<file path="config.mk">
export PLATFORM = sky130hd
export DESIGN_NAME = cfm_cond_eval
export DESIGN_NICKNAME = d
export VERILOG_FILES = /design/src/rtl/cfm_pkg.sv /design/src/rtl/cfm_fcc_test.sv /design/src/rtl/cfm_icc_test.sv /design/src/rtl/cfm_reg_test.sv /design/src/rtl/cfm_cond_eval.sv
export SDC_FILE = /design/constraint.sdc
export NUM_CORES = 1
export LEC_CHECK = 0
export CAP_MARGIN = 15
export CORE_MARGIN = 2
export CORE_UTILIZATION = 20
export CTS_CLUSTER_SIZE = 10
export DETAILED_ROUTE_END_ITERATION = 16
export GPL_TIMING_DRIVEN = 0
export PLACE_DENSITY = 0.81
export RECOVER_POWER = 50
export SLEW_MARGIN = 20
export SYNTH_ARGS = -nofsm -noshare
export SYNTH_HDL_FRONTEND = slang
export SYNTH_SLANG_ARGS = --single-unit
</file>
<file path="constraint.sdc">
create_clock -name clk -period 0.8 [get_ports clk]
set_input_delay 0.2 -clock clk [delete_from_list [all_inputs] [get_ports clk]]
set_output_delay 0.2 -clock clk [all_outputs]
set_load 0.01 [all_outputs]
</file>
<file path="src/rtl/cfm_pkg.sv">
package cfm_pkg;
    typedef enum logic [1:0] {
        SRC_NONE = 2'd0,
        SRC_FCC  = 2'd1,
        SRC_ICC  = 2'd2,
        SRC_REG  = 2'd3
    } src_e;

    typedef struct packed {
        logic vld;
        logic take;
        logic skip;
    } verdict_t;

    localparam logic [1:0] FCC_EQ = 2'd0;
    localparam logic [1:0] FCC_LT = 2'd1;
    localparam logic [1:0] FCC_GT = 2'd2;
    localparam logic [1:0] FCC_UN = 2'd3;
endpackage

</file>
<file path="src/rtl/cfm_fcc_test.sv">
module cfm_fcc_test #(
    parameter int STAT_W   = 38,
    parameter int NUM_FCC  = 4,
    parameter int FCC0_LSB = 10,
    parameter int FCCX_LSB = 30
) (
    input  logic [STAT_W-1:0]          stat,
    input  logic [$clog2(NUM_FCC)-1:0] idx,
    input  logic [2:0]                 cond,
    output logic                       hit
);
    import cfm_pkg::*;

    logic [1:0] codes [NUM_FCC];

    // Field 0 sits low in the word; the others are packed above FCCX_LSB.
    for (genvar g = 0; g < NUM_FCC; g++) begin : g_code
        if (g == 0) begin : g_first
            assign codes[g] = stat[FCC0_LSB +: 2];
        end else begin : g_rest
            assign codes[g] = stat[FCCX_LSB + 2*g +: 2];
        end
    end

    logic [1:0] sel;
    assign sel = codes[idx];

    always_comb begin
        case (cond)
            3'd0:    hit = 1'b0;
            3'd1:    hit = (sel != FCC_EQ);
            3'd2:    hit = (sel == FCC_LT) || (sel == FCC_GT);
            3'd3:    hit = (sel == FCC_UN) || (sel == FCC_LT);
            3'd4:    hit = (sel == FCC_LT);
            3'd5:    hit = (sel == FCC_UN) || (sel == FCC_GT);
            3'd6:    hit = (sel == FCC_GT);
            default: hit = (sel == FCC_UN);
        endcase
    end
endmodule

</file>
<file path="src/rtl/cfm_icc_test.sv">
module cfm_icc_test #(
    parameter int CC_W = 4
) (
    input  logic [2*CC_W-1:0] ccs,
    input  logic              wide,
    input  logic [2:0]        cond,
    output logic              hit
);
    logic [CC_W-1:0] cc;
    logic n_f, z_f, v_f, c_f;

    assign cc  = wide ? ccs[CC_W +: CC_W] : ccs[0 +: CC_W];
    assign n_f = cc[3];
    assign z_f = cc[2];
    assign v_f = cc[1];
    assign c_f = cc[0];

    always_comb begin
        case (cond)
            3'd0:    hit = 1'b0;
            3'd1:    hit = z_f;
            3'd2:    hit = z_f | (n_f ^ v_f);
            3'd3:    hit = n_f ^ v_f;
            3'd4:    hit = c_f | z_f;
            3'd5:    hit = c_f;
            3'd6:    hit = n_f;
            default: hit = v_f;
        endcase
    end
endmodule

</file>
<file path="src/rtl/cfm_reg_test.sv">
module cfm_reg_test #(
    parameter int REG_W = 64,
    parameter int RNUM_W = 5
) (
    input  logic [REG_W-1:0]  value,
    input  logic [RNUM_W-1:0] rnum,
    input  logic [1:0]        rcond,
    output logic              hit
);
    logic [REG_W-1:0] eff;
    logic is_zero, is_neg;

    assign eff     = (rnum == '0) ? '0 : value;
    assign is_zero = (eff == '0);
    assign is_neg  = eff[REG_W-1];

    always_comb begin
        case (rcond)
            2'd0:    hit = 1'b0;
            2'd1:    hit = is_zero;
            2'd2:    hit = is_zero | is_neg;
            default: hit = is_neg;
        endcase
    end
endmodule

</file>
<file path="src/rtl/cfm_cond_eval.sv">
module cfm_cond_eval #(
    parameter int STAT_W = 38,
    parameter int CC_W   = 4,
    parameter int REG_W  = 64
) (
    input  logic              clk,
    input  logic              rst_n,
    input  logic              in_valid,
    input  logic [31:0]       insn,
    input  logic [STAT_W-1:0] fp_status,
    input  logic [2*CC_W-1:0] int_cc,
    input  logic [REG_W-1:0]  src_reg_val,
    output logic              out_valid,
    output logic              move_taken,
    output logic              move_skip
);
    import cfm_pkg::*;

    localparam int NUM_FCC = 4;
    localparam int IDX_W   = $clog2(NUM_FCC);

    logic major_ok;
    src_e src;
    logic fcc_hit, icc_hit, reg_hit;
    logic raw, flip, verdict;

    assign major_ok = (insn[31:30] == 2'b10) && (insn[24:19] == 6'b110101);

    always_comb begin
        src = SRC_NONE;
        if (major_ok) begin
            if (insn[10:5] == 6'b000011)
                src = insn[13] ? SRC_ICC : SRC_FCC;
            else if (insn[9:5] == 5'b00111)
                src = SRC_REG;
        end
    end

    cfm_fcc_test #(
        .STAT_W(STAT_W), .NUM_FCC(NUM_FCC), .FCC0_LSB(10), .FCCX_LSB(30)
    ) u_fcc (
        .stat(fp_status), .idx(insn[11 +: IDX_W]), .cond(insn[16:14]), .hit(fcc_hit)
    );

    cfm_icc_test #(.CC_W(CC_W)) u_icc (
        .ccs(int_cc), .wide(insn[12]), .cond(insn[16:14]), .hit(icc_hit)
    );

    cfm_reg_test #(.REG_W(REG_W), .RNUM_W(5)) u_reg (
        .value(src_reg_val), .rnum(insn[18:14]), .rcond(insn[11:10]), .hit(reg_hit)
    );

    always_comb begin
        case (src)
            SRC_FCC: begin raw = fcc_hit; flip = insn[17]; end
            SRC_ICC: begin raw = icc_hit; flip = insn[17]; end
            SRC_REG: begin raw = reg_hit; flip = insn[12]; end
            default: begin raw = 1'b0;    flip = 1'b0;     end
        endcase
        verdict = raw ^ flip;
    end

    verdict_t state_d, state_q;

    always_comb begin
        state_d = '0;
        if (in_valid) begin
            state_d.vld = 1'b1;
            if (src != SRC_NONE) begin
                state_d.take = verdict;
                state_d.skip = ~verdict;
            end
        end
    end

    always_ff @(posedge clk or negedge rst_n) begin
        if (!rst_n) state_q <= '0;
        else        state_q <= state_d;
    end

    assign out_valid  = state_q.vld;
    assign move_taken = state_q.take;
    assign move_skip  = state_q.skip;
endmodule

</file>
==> flow_metrics.py <==
metrics = {
    "yosys": {
        "ys_seq_elements": 3,
        "synth_edf_count": 0,
        "synth_ff_type": "dfrtp_1",
        "syn_nets": 253,
        "yosysTopAreaCell": "ha_1",
        "netlist-cell-type-count": 40,
        "synthCells": 100,
        "synthArstFlopShare_pct": 100.0,
        "yosysWarnings": 0,
        "yosys-top-cells-area": "ha_1 13%, nor4_1 11%, dfrtp_1 9.4%, mux2i_1 6.3%, mux4_2 5.7%",
        "seq_area_frac_synth_pct": 9.449,
        "avgSynthCellArea_um2": 7.945,
        "yosysMostFrequentCell": "nor4_1",
        "synth_common_cells": "14 x nor4_1, 8 x ha_1, 8 x inv_1",
        "syn_area_um2": 794.5,
        "synth_top_area_share_pct": 12.60,
    },
    "floorplanning": {
        "initial_core_util_pct": 21.22,
        "die_y_um": 67.03,
        "die-width_um": 67.03,
        "fp-row-count": 22,
        "fp.coreArea_mm2": 0.003744,
        "io_pins": 148,
        "dieArea_mm2": 0.004493,
    },
    "finish": {
        "area_delta_synth_final_pct": 173.2,
        "nets": 372,
        "antenna_cells": 0,
        "fillers": 331,
        "drive_gt1_share_pct": 31.19,
        "final_cells": 266,
    },
    "placed_design": {
        "dpl.hpwl_mm": 2.909,
        "numPortBuffers": 103,
        "placed_cells": 251,
        "place_ws_ns": -2.364,
        "gp_congestion": 0.7576,
    },
    "detailed_routing": {
        "final_antenna_net_count": 0,
        "vias": 1273,
        "vias_per_cell": 4.786,
        "drtPass1Iterations": 4,
        "detail_route.wl_per_cell_um": 13.79,
        "drt_iter0_markers": 8,
        "drc": 0,
        "wl_mm": 3.669,
    },
    "sta": {
        "fmaxAchievable_ghz": 0.4636,
        "slew_viol_final": 0,
        "setup_slack_ns": -1.357,
        "holdWs_ns": 0.2313,
        "tns_ns": -3.029,
        "tightestPinTransition_ns": 0.3852,
        "post-route-period-util_pct": 269.6,
        "final-setup-viol-count": 5,
        "max_slew_margin_pct": 74.15,
        "period_minus_slack_ns": 2.157,
        "grt_setup_unrepaired": "true",
        "finalHoldViolations": 0,
    },
    "clock_tree": {
        "clock_sinks": 3,
        "cts_buffer_depth": 2,
        "clock-root-buffer": "clkbuf_8",
        "clkTransAtPathRegs_ns": 0.03,
        "cts_made_buffers": 3,
        "htree_levels": 1,
        "cts_tree": "done",
    },
    "power": {
        "irDropWorstVdd_uv": 1293,
        "power.total_mw": 1.465,
        "p_leak_nw": 0.8523,
        "power.density_mw_per_mm2": 674.8,
    },
    "global_route": {
        "grt_use_total_pct": 15.28,
        "grt_max_degree": 11,
        "grt_antenna_before_repair": 0,
        "grt_pass1_vias": 1308,
        "grt_overflow_total": 0,
        "grt_pass1_wl_mm": 5.354,
    },
    "job": {
        "maxCapViolations": 0,
    },
    "worst_setup_path": {
        "worstSetupPathType": "primary input to flop",
        "path_cells": "buf_6 -> nor2_4 -> nand3_2 -> or3_4 -> o21ai_2 -> inv_2 -> ha_4 -> or4b_1 -> nand3_1 -> o21bai_4 -> a211oi_4 -> mux2i_1",
        "crit_fanout": 4,
        "worstSetupEndpointType": "flop",
        "critPathMaxStageDelay_ns": 0.40,
        "worstPathRequired_ns": 0.93,
        "start_kind": "primary input",
        "cp_slowest_cell": "or3_4",
        "arrival_ns": 2.29,
    },
    "outcome": {
        "violations": "negative setup slack",
        "outcome": "finished with violations",
    },
    "min_path": {
        "min-delay-path-class": "primary input to async pin",
    },
}
state kept, by name, summed over array words and instances, names as in the netlist:
signal / cells
move_skip: 1
move_taken: 1
out_valid: 1
layout make-up:
type | count | area, µm² | share of cell area, %
Timing Repair Buffer | 114 | 1042 | 48.01
Tap cell | 48 | 60.06 | 2.767
Sequential cell | 3 | 75.07 | 3.458
Multi-Input combinational cell | 84 | 864.6 | 39.83
Buffer | 5 | 51.30 | 2.363
Clock buffer | 4 | 45.04 | 2.075
Inverter | 8 | 32.53 | 1.499
through the flow:
step	area, µm²	util [%]
4_1_cts	2071	55.31
5_1_grt	2171	57.99
6_report	2171	57.99
3_3_place_gp	1913	51.10
3_5_place_dp	1913	51.10
2_1_floorplan	822.0	-
kinds of logic (layout without fill, tap and decap cells):
kind of cell | after synthesis | after routing | share of synthesized area [%]
buffers and inverters | 13 | 131 | 8.031
AND/OR/NAND/NOR | 44 | 44 | 34.17
adder cells (fa/ha/maj) | 8 | 8 | 12.60
XOR/XNOR | 3 | 3 | 3.308
multiplexers | 8 | 8 | 13.39
flip-flops | 3 | 3 | 9.449
AO/OA/AOI/OAI | 21 | 21 | 19.06
worst max-delay path: cells and delay by family:
family	cells	cell delay, ns
and+or+nand+nor	5	0.84
AOI/OAI and AO/OA	3	0.65
muxes	1	0.26
adders and majority gates	1	0.17
buffers and inverters	2	0.17
path summary, 6_finish.rpt:
check                      startpoint             endpoint  slack [ns]  cells past startpoint
min                             rst_n  move_skip$_DFF_PN0_        0.23                      1
min in group clk             in_valid  out_valid$_DFF_PN0_        0.46                      1
max in group asynchronous       rst_n  out_valid$_DFF_PN0_        0.42                      1
max                           insn[8]  move_skip$_DFF_PN0_       -1.36                     12
report_power, final:
group	internal (mW)	total, mW	leakage, nW	switching, mW
combinational	0.585	0.846	0.790	0.262
sequential	0.155	0.157	0.0396	0.00118
clock	0.342	0.462	0.0228	0.120
what timing repair did:
item                       4_1_cts  5_1_grt
setup endpoints to repair        5        5
pin swaps                       16       15
hold buffers                     0        0
resized for setup               73       42
setup buffers                    8        3
metal layers:
metal  global-route usage (%)  wire, µm  share of wire [%]
met5                        0         0                  0
met4                    4.592        22               0.60
met3                    4.054       337                9.2
met2                    27.60      1912                 52
met1                    17.27      1397                 38
cell usage in the layout (no fill, tap or decap), types with 3 or more instances in the layout:
master            n
nor4_1           14
nand2_1           3
buf_6             7
buf_2             6
ha_1              3
dfrtp_1           3
mux2i_1           5
inv_1             4
inv_2             3
buf_4            10
clkbuf_8          3
clkdlybuf4s50_1  77
nand4_1           4
clkbuf_2         11
ha_4              5
dlygate4sd2_1     3
nand3_1           3
Note: power is estimated with default switching activity, not from simulation.
